$ cat config.mk
export PLATFORM = sky130hd
export DESIGN_NAME = flash_selfprog_ctrl
export DESIGN_NICKNAME = d
export VERILOG_FILES = /design/src/rtl/selfprog_pkg.sv /design/src/rtl/selfprog_win_timer.sv /design/src/rtl/selfprog_seq.sv /design/src/rtl/flash_selfprog_ctrl.sv
export SDC_FILE = /design/constraint.sdc
export NUM_CORES = 1
export LEC_CHECK = 0
export ABC_AREA = 1
export BUFFER_PORTS_ARGS = -buffer_cell sky130_fd_sc_hd__buf_2
export CAP_MARGIN = 20
export CORE_ASPECT_RATIO = 1.75
export CORE_MARGIN = 3
export CORE_UTILIZATION = 36
export CTS_CLUSTER_DIAMETER = 80
export DETAILED_ROUTE_END_ITERATION = 8
export SYNTH_ARGS = -nofsm -noshare
export SYNTH_HDL_FRONTEND = slang
export SYNTH_SLANG_ARGS = --single-unit
$ cat constraint.sdc
create_clock -name clk -period 2.3 [get_ports clk]
set_clock_uncertainty 0.05 [all_clocks]
set_input_delay 0.345 -clock clk [delete_from_list [all_inputs] [get_ports clk]]
set_output_delay 0.345 -clock clk [all_outputs]
set_load 0.02 [all_outputs]
$ cat src/rtl/selfprog_pkg.sv
package selfprog_pkg;

  typedef enum logic [1:0] {
    SQ_IDLE    = 2'b00,
    SQ_ARM_SPM = 2'b01,
    SQ_ARM_LPM = 2'b10,
    SQ_BUSY    = 2'b11
  } sq_state_t;

  typedef enum logic [1:0] {
    FOP_NONE  = 2'b00,
    FOP_ERASE = 2'b01,
    FOP_WRITE = 2'b10,
    FOP_BCLR  = 2'b11
  } fop_t;

  // bit positions in the control byte
  localparam int unsigned CB_IE   = 7;
  localparam int unsigned CB_RDRE = 4;
  localparam int unsigned CB_LOCK = 3;
  localparam int unsigned CB_PWR  = 2;
  localparam int unsigned CB_PER  = 1;
  localparam int unsigned CB_EN   = 0;

  function automatic logic multi_cmd(input logic [3:0] c);
    int unsigned n;
    n = 0;
    for (int i = 0; i < 4; i++) n += int'(c[i]);
    return (n > 1);
  endfunction

endpackage

$ cat src/rtl/selfprog_win_timer.sv
module selfprog_win_timer #(
  parameter int unsigned SPM_WIN = 4,
  parameter int unsigned LPM_WIN = 3
) (
  input  logic clk,
  input  logic rst_n,
  input  logic load,
  input  logic sel_lpm,
  input  logic run,
  output logic expire
);
  localparam int unsigned MAXW = (SPM_WIN > LPM_WIN) ? SPM_WIN : LPM_WIN;
  localparam int unsigned CW   = $clog2(MAXW + 1);

  logic [CW-1:0] cnt_q, cnt_d;

  always_comb begin
    cnt_d = cnt_q;
    if (load) begin
      cnt_d = sel_lpm ? CW'(LPM_WIN) : CW'(SPM_WIN);
    end else if (run && (cnt_q != '0)) begin
      cnt_d = cnt_q - CW'(1);
    end
  end

  always_ff @(posedge clk or negedge rst_n) begin
    if (!rst_n) cnt_q <= '0;
    else        cnt_q <= cnt_d;
  end

  assign expire = run && (cnt_q == CW'(1));

endmodule

$ cat src/rtl/selfprog_seq.sv
module selfprog_seq
  import selfprog_pkg::*;
#(
  parameter int unsigned Z_W     = 16,
  parameter int unsigned PAGE_AW = 7,
  parameter int unsigned SPM_WIN = 4,
  parameter int unsigned LPM_WIN = 3
) (
  input  logic               clk,
  input  logic               rst_n,
  input  logic               go_spm,
  input  logic               go_lpm,
  input  logic               go_bclr,
  input  fop_t               op_sel,
  input  logic               spm_stb,
  input  logic               lpm_stb,
  input  logic [Z_W-1:0]     zptr,
  input  logic               fl_done,
  output logic               fin,
  output logic               armed,
  output logic               op_active,
  output logic               fl_start,
  output fop_t               fl_cmd,
  output logic [PAGE_AW-1:0] fl_page,
  output logic               halt,
  output logic               nvm_rd_sel,
  output logic               nvm_rd_lock
);
  sq_state_t          st_q, st_d;
  fop_t               pend_q, pend_d;
  fop_t               cmd_q, cmd_d;
  logic               start_q, start_d;
  logic [PAGE_AW-1:0] page_q, page_d;
  logic               tmr_load, tmr_run, tmr_exp;

  selfprog_win_timer #(.SPM_WIN(SPM_WIN), .LPM_WIN(LPM_WIN)) u_tmr (
    .clk    (clk),
    .rst_n  (rst_n),
    .load   (tmr_load),
    .sel_lpm(go_lpm),
    .run    (tmr_run),
    .expire (tmr_exp)
  );

  assign tmr_load = (st_q == SQ_IDLE) && !go_bclr && (go_spm || go_lpm);
  assign tmr_run  = (st_q == SQ_ARM_SPM) || (st_q == SQ_ARM_LPM);

  always_comb begin
    st_d       = st_q;
    pend_d     = pend_q;
    cmd_d      = cmd_q;
    page_d     = page_q;
    start_d    = 1'b0;
    fin        = 1'b0;
    nvm_rd_sel = 1'b0;
    case (st_q)
      SQ_IDLE: begin
        if (go_bclr) begin
          st_d    = SQ_BUSY;
          start_d = 1'b1;
          cmd_d   = FOP_BCLR;
        end else if (go_spm) begin
          st_d   = SQ_ARM_SPM;
          pend_d = op_sel;
        end else if (go_lpm) begin
          st_d = SQ_ARM_LPM;
        end
      end
      SQ_ARM_SPM: begin
        if (spm_stb) begin
          if ((pend_q == FOP_ERASE) || (pend_q == FOP_WRITE)) begin
            st_d    = SQ_BUSY;
            start_d = 1'b1;
            cmd_d   = pend_q;
            page_d  = zptr[Z_W-1 -: PAGE_AW];
          end else begin
            st_d = SQ_IDLE;
            fin  = 1'b1;
          end
        end else if (tmr_exp) begin
          st_d = SQ_IDLE;
          fin  = 1'b1;
        end
      end
      SQ_ARM_LPM: begin
        if (lpm_stb) begin
          nvm_rd_sel = 1'b1;
          st_d       = SQ_IDLE;
          fin        = 1'b1;
        end else if (tmr_exp) begin
          st_d = SQ_IDLE;
          fin  = 1'b1;
        end
      end
      default: begin
        if (fl_done) begin
          st_d  = SQ_IDLE;
          fin   = 1'b1;
          cmd_d = FOP_NONE;
        end
      end
    endcase
  end

  always_ff @(posedge clk or negedge rst_n) begin
    if (!rst_n) begin
      st_q    <= SQ_IDLE;
      pend_q  <= FOP_NONE;
      cmd_q   <= FOP_NONE;
      start_q <= 1'b0;
      page_q  <= '0;
    end else begin
      st_q    <= st_d;
      pend_q  <= pend_d;
      cmd_q   <= cmd_d;
      start_q <= start_d;
      page_q  <= page_d;
    end
  end

  assign armed       = tmr_run;
  assign op_active   = (st_q == SQ_BUSY);
  assign halt        = op_active && ((cmd_q == FOP_ERASE) || (cmd_q == FOP_WRITE));
  assign fl_start    = start_q;
  assign fl_cmd      = cmd_q;
  assign fl_page     = page_q;
  assign nvm_rd_lock = nvm_rd_sel && zptr[0];

endmodule

$ cat src/rtl/flash_selfprog_ctrl.sv
module flash_selfprog_ctrl
  import selfprog_pkg::*;
#(
  parameter int unsigned Z_W     = 16,
  parameter int unsigned PAGE_AW = 7,
  parameter int unsigned SPM_WIN = 4,
  parameter int unsigned LPM_WIN = 3
) (
  input  logic               clk,
  input  logic               rst_n,
  input  logic               reg_wr,
  input  logic [7:0]         reg_wdata,
  output logic [7:0]         reg_rdata,
  input  logic               glob_ie,
  input  logic               eep_busy,
  input  logic               buf_fill_active,
  input  logic               spm_stb,
  input  logic               lpm_stb,
  input  logic [Z_W-1:0]     zptr,
  output logic               fl_start,
  output logic [1:0]         fl_cmd,
  output logic [PAGE_AW-1:0] fl_page,
  input  logic               fl_done,
  output logic               cpu_halt,
  output logic               nvm_rd_sel,
  output logic               nvm_rd_lock,
  output logic               spm_irq
);
  logic       ie_q, ie_d;
  logic [3:0] cmd_q, cmd_d;   // bits 4..1
  logic       en_q, en_d;
  logic [3:0] wr_cmd;
  logic       wr_en, cmd_ok;
  logic       go_spm, go_lpm, go_bclr;
  logic       fin, armed, op_active;
  fop_t       op_sel, cmd_out;

  assign wr_cmd  = reg_wdata[CB_RDRE:CB_PER];
  assign wr_en   = reg_wdata[CB_EN];
  assign cmd_ok  = reg_wr && !armed && !op_active && !multi_cmd(wr_cmd);
  assign go_bclr = cmd_ok && reg_wdata[CB_RDRE] && buf_fill_active;
  assign go_lpm  = cmd_ok && wr_en && reg_wdata[CB_LOCK] && !go_bclr;
  assign go_spm  = cmd_ok && wr_en && !reg_wdata[CB_LOCK] && !go_bclr;

  always_comb begin
    if (reg_wdata[CB_PWR])      op_sel = FOP_WRITE;
    else if (reg_wdata[CB_PER]) op_sel = FOP_ERASE;
    else                        op_sel = FOP_NONE;
  end

  always_comb begin
    ie_d  = reg_wr ? reg_wdata[CB_IE] : ie_q;
    cmd_d = cmd_q;
    en_d  = en_q;
    if (fin) begin
      cmd_d = '0;
      en_d  = 1'b0;
    end else if (go_spm || go_lpm || go_bclr) begin
      cmd_d = wr_cmd;
      en_d  = wr_en;
    end
  end

  always_ff @(posedge clk or negedge rst_n) begin
    if (!rst_n) begin
      ie_q  <= 1'b0;
      cmd_q <= '0;
      en_q  <= 1'b0;
    end else begin
      ie_q  <= ie_d;
      cmd_q <= cmd_d;
      en_q  <= en_d;
    end
  end

  selfprog_seq #(
    .Z_W(Z_W), .PAGE_AW(PAGE_AW), .SPM_WIN(SPM_WIN), .LPM_WIN(LPM_WIN)
  ) u_seq (
    .clk        (clk),
    .rst_n      (rst_n),
    .go_spm     (go_spm),
    .go_lpm     (go_lpm),
    .go_bclr    (go_bclr),
    .op_sel     (op_sel),
    .spm_stb    (spm_stb),
    .lpm_stb    (lpm_stb),
    .zptr       (zptr),
    .fl_done    (fl_done),
    .fin        (fin),
    .armed      (armed),
    .op_active  (op_active),
    .fl_start   (fl_start),
    .fl_cmd     (cmd_out),
    .fl_page    (fl_page),
    .halt       (cpu_halt),
    .nvm_rd_sel (nvm_rd_sel),
    .nvm_rd_lock(nvm_rd_lock)
  );

  assign fl_cmd    = cmd_out;
  assign reg_rdata = {ie_q, 2'b00, cmd_q, en_q};
  assign spm_irq   = ie_q && glob_ie && !en_q && !eep_busy && !op_active;

endmodule

# --- After elaboration in Yosys (flattened, before gate mapping) ---
# Index checks and enable logic that the tools add are counted.
classes:
  add_sub_neg: 4
  bitwise: 2
  n_reduce_logical: 42
  n_eq_ne: 12
  n_lt_le_gt_ge: 1
  n_mux: 34
op_table:
  columns: ["cell", "n"]
  rows:
  - ["2-bit two-way mux", 12]
  - ["1-bit logical AND", 20]
  - ["1-bit two-way mux", 13]
  - ["2-bit one-hot mux with 3 select lines", 2]
  - ["3-bit two-way mux", 3]
  - ["2-bit equality test, second input constant", 4]
  - ["4-bit two-way mux", 2]
  - ["1-bit logical NOT", 7]
  - ["2-bit by 1-bit equality test with 1-bit output, second input constant", 3]
  - ["2-bit != test, second input constant", 3]
  - ["3-bit AND reduction", 2]
  - ["3-bit nonzero test", 2]
  - ["1-bit logical OR", 5]
  - ["5-bit AND reduction", 1]
  - ["3-bit by 1-bit adder with 4-bit output", 1]
  - ["4-bit by 1-bit > comparator with 1-bit output, second input constant", 1]
  - ["4-bit by 2-bit != test with 1-bit output, second input constant", 1]
  - ["2-bit nonzero test", 2]
  - ["4-bit nonzero test", 1]
  - ["2-bit by 1-bit adder with 3-bit output", 1]
  - ["3-bit by 1-bit equality test with 1-bit output, second input constant", 1]
  - ["1-bit one-hot mux with 3 select lines", 1]
  - ["3-bit by 1-bit subtractor with 3-bit output, second input constant", 1]
  - ["1-bit by 1-bit adder with 2-bit output", 1]
  - ["4 further kinds", 5]
totals:
  regBits: 23
  output_inout_bits: 22
  in_bits: 33
  wordCells: 104

# --- Logic depth before layout (Yosys ltp) ---
logic_depth:
  depth_word: 14
  mapped_depth: 12

# --- Hierarchy ---
# Synthesis repeated with hierarchy kept, for this count alone.
hier_totals:
  hier_cells: 202
  area_unflattened_um2: 1597.8
by_module_without_submodules:
  columns: ["module", "seq_area_each_um2", "area_each_um2", "cells_each", "instances"]
  rows:
  - ["selfprog_seq", 350.3, 927.1, 121, 1]
  - ["flash_selfprog_ctrl", 150.1, 441.7, 49, 1]
  - ["selfprog_win_timer", 75.1, 229.0, 32, 1]

# --- Worst setup path before layout ---
# Ideal clock, no wire load.
synth_path:
  path_kind: "input to register"
  startpoint: "input port reg_wdata[1]"
  endpoint: "register u_seq.cmd_q[0] (netlist: u_seq.fl_cmd[0])"
  arrival_ns: 1.584
  cell_stages: 11
  setup_time_ns: 0.122
  setup_slack_ns: 0.543
  required_ns: 2.128
  cell_sequence: "inv_1 fa_1 inv_1 nand2_1 nand3_1 inv_2 nand2_2 nand2_1 nand4_2 nand2_1 o21ai_1"
synth_via:
  elab_chain_cells: 10
synth_lines:
  columns: ["item", "line_no", "rtl"]
  rows:
  - ["from (decl)", "flash_selfprog_ctrl.sv:12", "input logic [7:0] reg_wdata,"]
  - ["1-bit by 1-bit adder with 2-bit output", "selfprog_pkg.sv:28", "for (int i = 0; i < 4; i++) n += int'(c[i]);"]
  - ["2-bit by 1-bit adder with 3-bit output", "selfprog_pkg.sv:28", null]
  - ["3-bit by 1-bit adder with 4-bit output", "selfprog_pkg.sv:28", null]
  - ["4-bit by 1-bit > comparator with 1-bit output", "selfprog_pkg.sv:29", "return (n > 1);"]
  - ["1-bit logical NOT", "flash_selfprog_ctrl.sv:40", "assign cmd_ok = reg_wr && !armed && !op_active && !multi_cmd(wr_cmd);"]
  - ["1-bit logical AND", "flash_selfprog_ctrl.sv:40", null]
  - ["1-bit logical AND (2 in series)", "flash_selfprog_ctrl.sv:41", "assign go_bclr = cmd_ok && reg_wdata[CB_RDRE] && buf_fill_active;"]
  - ["2-bit != test (no line)", null, null]
  - ["5-bit AND reduction (no line)", null, null]
  - ["to (signal assigned)", "selfprog_seq.sv:115", "cmd_q <= cmd_d;"]
  - ["to (decl)", "selfprog_seq.sv:31", "fop_t cmd_q, cmd_d;"]
# No other way between the ends.
# A chain may end at the register's enable or synchronous reset.

# --- Worst setup path in the final report ---
layout_path:
  startpoint: "register u_seq.st_q[0]"
  endpoint: "register u_seq.cmd_q[0] (netlist: u_seq.fl_cmd[0])"
layout_via:
  elab_chain_cells: 10
  word_cells_on_any_way: 19
  classes_between: "eq/ne (6); mux (1); bitwise (1); reduce/logical (11)"
layout_lines:
  columns: ["item", "line_no", "rtl"]
  rows:
  - ["from (decl)", "selfprog_seq.sv:29", "sq_state_t st_q, st_d;"]
  - ["from (signal assigned)", "selfprog_seq.sv:113", "st_q <= st_d;"]
  - ["2-bit by 1-bit equality test with 1-bit output / 2-bit equality test (equally long branches)", "selfprog_seq.sv:46, selfprog_seq.sv:56", null]
  - ["1-bit logical OR", "selfprog_seq.sv:46", "assign tmr_run = (st_q == SQ_ARM_SPM) || (st_q == SQ_ARM_LPM);"]
  - ["1-bit logical NOT", "flash_selfprog_ctrl.sv:40", null]
  - ["1-bit logical AND (3 in series)", "flash_selfprog_ctrl.sv:40", null]
  - ["1-bit logical AND (2 in series)", "flash_selfprog_ctrl.sv:41", null]
  - ["2-bit != test (no line)", null, null]
  - ["5-bit AND reduction (no line)", null, null]
# Several ways; a longest one is shown, not always the timed one.

==> flow_summary.yaml <==
grt:
  gr-usage-all-layers: 0.1424
  grt_pass1_wl_mm: 5.326
  grt_pass1_vias: 1285
  grt_max_degree: 24
  overflow: 0
  antenna_found_initial: 0
sta:
  finalSetupViolations: 0
  period_needed_ps: 1930
  maxSlewHeadroom: 0.6493
  slew_viol_final: 0
  worstMarginPinSlew_ps: 526.1
  hold_viol_final: 0
  hold_slack_ps: 1.489
  rsz0062_at_grt: "false"
  period_share: 0.8393
  setup_tns_ps: 0
  max_freq_mhz: 518.0
die:
  die_area_mm2: 0.004841
  num_rows: 29
  core_mm2: 0.003737
  start_util: 0.3867
  boundaryPins: 55
  die_h_um: 89.82
  die_w_um: 53.90
power:
  vdd_ir_drop_max_mv: 0.5840
  power_density_mw_per_mm2: 1170
  p_leak_uw: 0.001063
worst_setup_path:
  worstPathCellList: "inv_1 -> ha_1 -> nor2_1 -> nand3_1 -> inv_2 -> nand2_2 -> nand2_1 -> nand4_2 -> nand2_1 -> o21ai_1"
  path_max_fanout: 8
  reg2reg_slack_ps: 370
  end_kind: "register"
  critPathSlowestCell: "dfrtp_1"
  slowest_delay_ps: 430
  arrival_ps: 2030
  crit_buf_inv: 2
  critPathLaunchType: "register"
  crit_type: "reg2reg"
  critPathRequiredTime_ps: 2400
  cp_top_family: "simple AND/OR/NAND/NOR gates"
  cpMostUsedCell: "nand2_1"
final_layout:
  drive_gt1_frac: 0.2618
  nets: 276
  final_area_mm2: 0.001729
  area_growth_pct: 19.65
  antenna_cells: 0
cts:
  cts_made_buffers: 3
  clk_latency_ps: 260
  postCtsHoldBufs: 0
  cts.sinks: 23
  clockBufferDepth: 2
  cts_resized: 0
  h-tree-depth: 1
  postCtsSetupRepairBufs: 0
  path_clk_slew_ps: 80
  cts-root-buf: "clkbuf_8"
  cts_tree: "yes"
placement:
  numPortBuffers: 42
  place_hpwl_mm: 2.423
  place_congestion: 0.7941
  dpl-instance-area_mm2: 0.001683
yosys:
  syn_avg_cell_area_um2: 7.566
  syn_inst: 191
  synth.cell_area_mm2: 0.001445
  yosysUniqueCellTypes: 26
  ys_ff_latch: 23
  ys_warn_count: 0
  seq_area_frac_synth: 0.3983
drt:
  viasPerCell: 4.513
  drtIter0Drc: 27
  wl_mm: 3.050
  antenna_left: 0
  wire_per_inst_um: 10.93
  via_count: 1259
  drc: 0
  drt_pass1_iterations: 4
hold_path:
  hp-class: "in2async"
run_status:
  outcome: "finished clean"
flow_run:
  drv_cap: 0
-- per-layer routing --
layer / part of all wire / vias up / track usage
li1: - / 666 / -
met4: 0.015 / 0 / 0.05757
met1: 0.41 / 559 / 0.1622
met2: 0.53 / 30 / 0.2561
met3: 0.039 / 4 / 0.009934
met5: 0 / - / 0
-- logic make-up (layout without fill, tap and decap cells) --
group,count (synthesis),in the layout,synth area share
XOR/XNOR,3,3,0.02338
AO/OA/AOI/OAI,21,21,0.08226
multiplexers,1,1,0.007792
other,1,2,0.002595
adder cells (fa/ha/maj),9,9,0.08312
flip-flops,23,23,0.3983
AND/OR/NAND/NOR,96,96,0.2961
buffers and inverters,37,78,0.1065
-- cells in the mapped netlist --
| cell | number | area, µm² |
|---|---|---|
| inv_1 | 30 | 112.6 |
| nand2_1 | 65 | 244.0 |
| o21ai_1 | 5 | 25.02 |
| o211ai_1 | 1 | 7.510 |
| xnor2_1 | 1 | 8.760 |
| mux2_2 | 1 | 11.26 |
| o21ai_0 | 8 | 40.04 |
| nor2_1 | 10 | 37.54 |
| clkbuf_1 | 1 | 3.750 |
| inv_2 | 2 | 7.510 |
| o21ai_2 | 3 | 26.28 |
| fa_1 | 1 | 20.02 |
| nand2_2 | 4 | 25.02 |
| nor2_2 | 1 | 6.260 |
| xor2_1 | 1 | 8.760 |
| a21oi_1 | 4 | 20.02 |
| nor3_1 | 1 | 5.000 |
| xor2_2 | 1 | 16.27 |
| nand3_1 | 10 | 50.05 |
| dfrtp_1 | 23 | 575.6 |
| conb_1 | 1 | 3.750 |
| nand4_2 | 1 | 12.51 |
| nand3_4 | 2 | 35.03 |
| ha_1 | 8 | 100.1 |
| buf_4 | 4 | 30.03 |
| nand4_1 | 2 | 12.51 |
-- power by group --
part           internal, µW  switching [µW]
clock                   121             127
combinational           398             686
sequential              577             114
total                  1100             927
-- sequential cells by signal, summed over array words and instances, names as in the netlist --
register	cells
u_seq.pend_q	2
ie_q	1
u_seq.st_q	2
cmd_q	4
en_q	1
u_seq.fl_start	1
u_seq.fl_page	7
u_seq.u_tmr.cnt_q	3
u_seq.fl_cmd	2
-- stage by stage --
stage | util | setup WS [ps] | instances | total power [µW]
6_report | 0.4627 | 369.6 | 279 | 2023
5_1_grt | 0.4627 | 182.8 | 279 | 2239
4_1_cts | 0.4627 | 351.3 | 279 | 2061
3_5_place_dp | 0.4503 | 257.5 | 275 | 1800
3_3_place_gp | 0.4503 | 275.3 | 275 | 1793
2_1_floorplan | - | 543.2 | 192 | 1510
-- placed cells by master (no fill, tap or decap), types with 2 or more instances in the layout --
cell	netlist	layout
nand2_2	4	4
buf_2	0	42
nand3_1	10	10
nor2_1	10	10
nand4_1	2	2
ha_1	8	8
nand2_1	65	65
o21ai_1	5	5
clkbuf_8	0	3
o21ai_0	8	8
nand3_4	2	2
inv_2	2	2
dfrtp_1	23	23
conb_1	1	2
o21ai_2	3	3
a21oi_1	4	4
inv_1	30	30
-- final timing paths --
check                                      start               end  depth (start not counted)
worst min register to register  u_seq.fl_page[1]  u_seq.fl_page[1]                          2
min in group clk                         zptr[9]  u_seq.fl_page[0]                          3
worst max-delay path               u_seq.st_q[0]   u_seq.fl_cmd[0]                         10
worst min-delay path                       rst_n  u_seq.fl_page[0]                          1
worst max register to register     u_seq.st_q[0]   u_seq.fl_cmd[0]                         10
max in group asynchronous                  rst_n  u_seq.fl_page[4]                          1
-- layout make-up --
| type | instances | area [µm²] |
|---|---|---|
| Multi-Input combinational cell | 132 | 719.4 |
| Inverter | 32 | 120.1 |
| Clock buffer | 3 | 41.29 |
| Tap cell | 46 | 57.56 |
| Sequential cell | 23 | 575.6 |
| Timing Repair Buffer | 42 | 210.2 |
| Fill cell | 406 | 2008 |
| Clock inverter | 1 | 5.005 |
No activity file was read; power rests on OpenSTA's default activity.
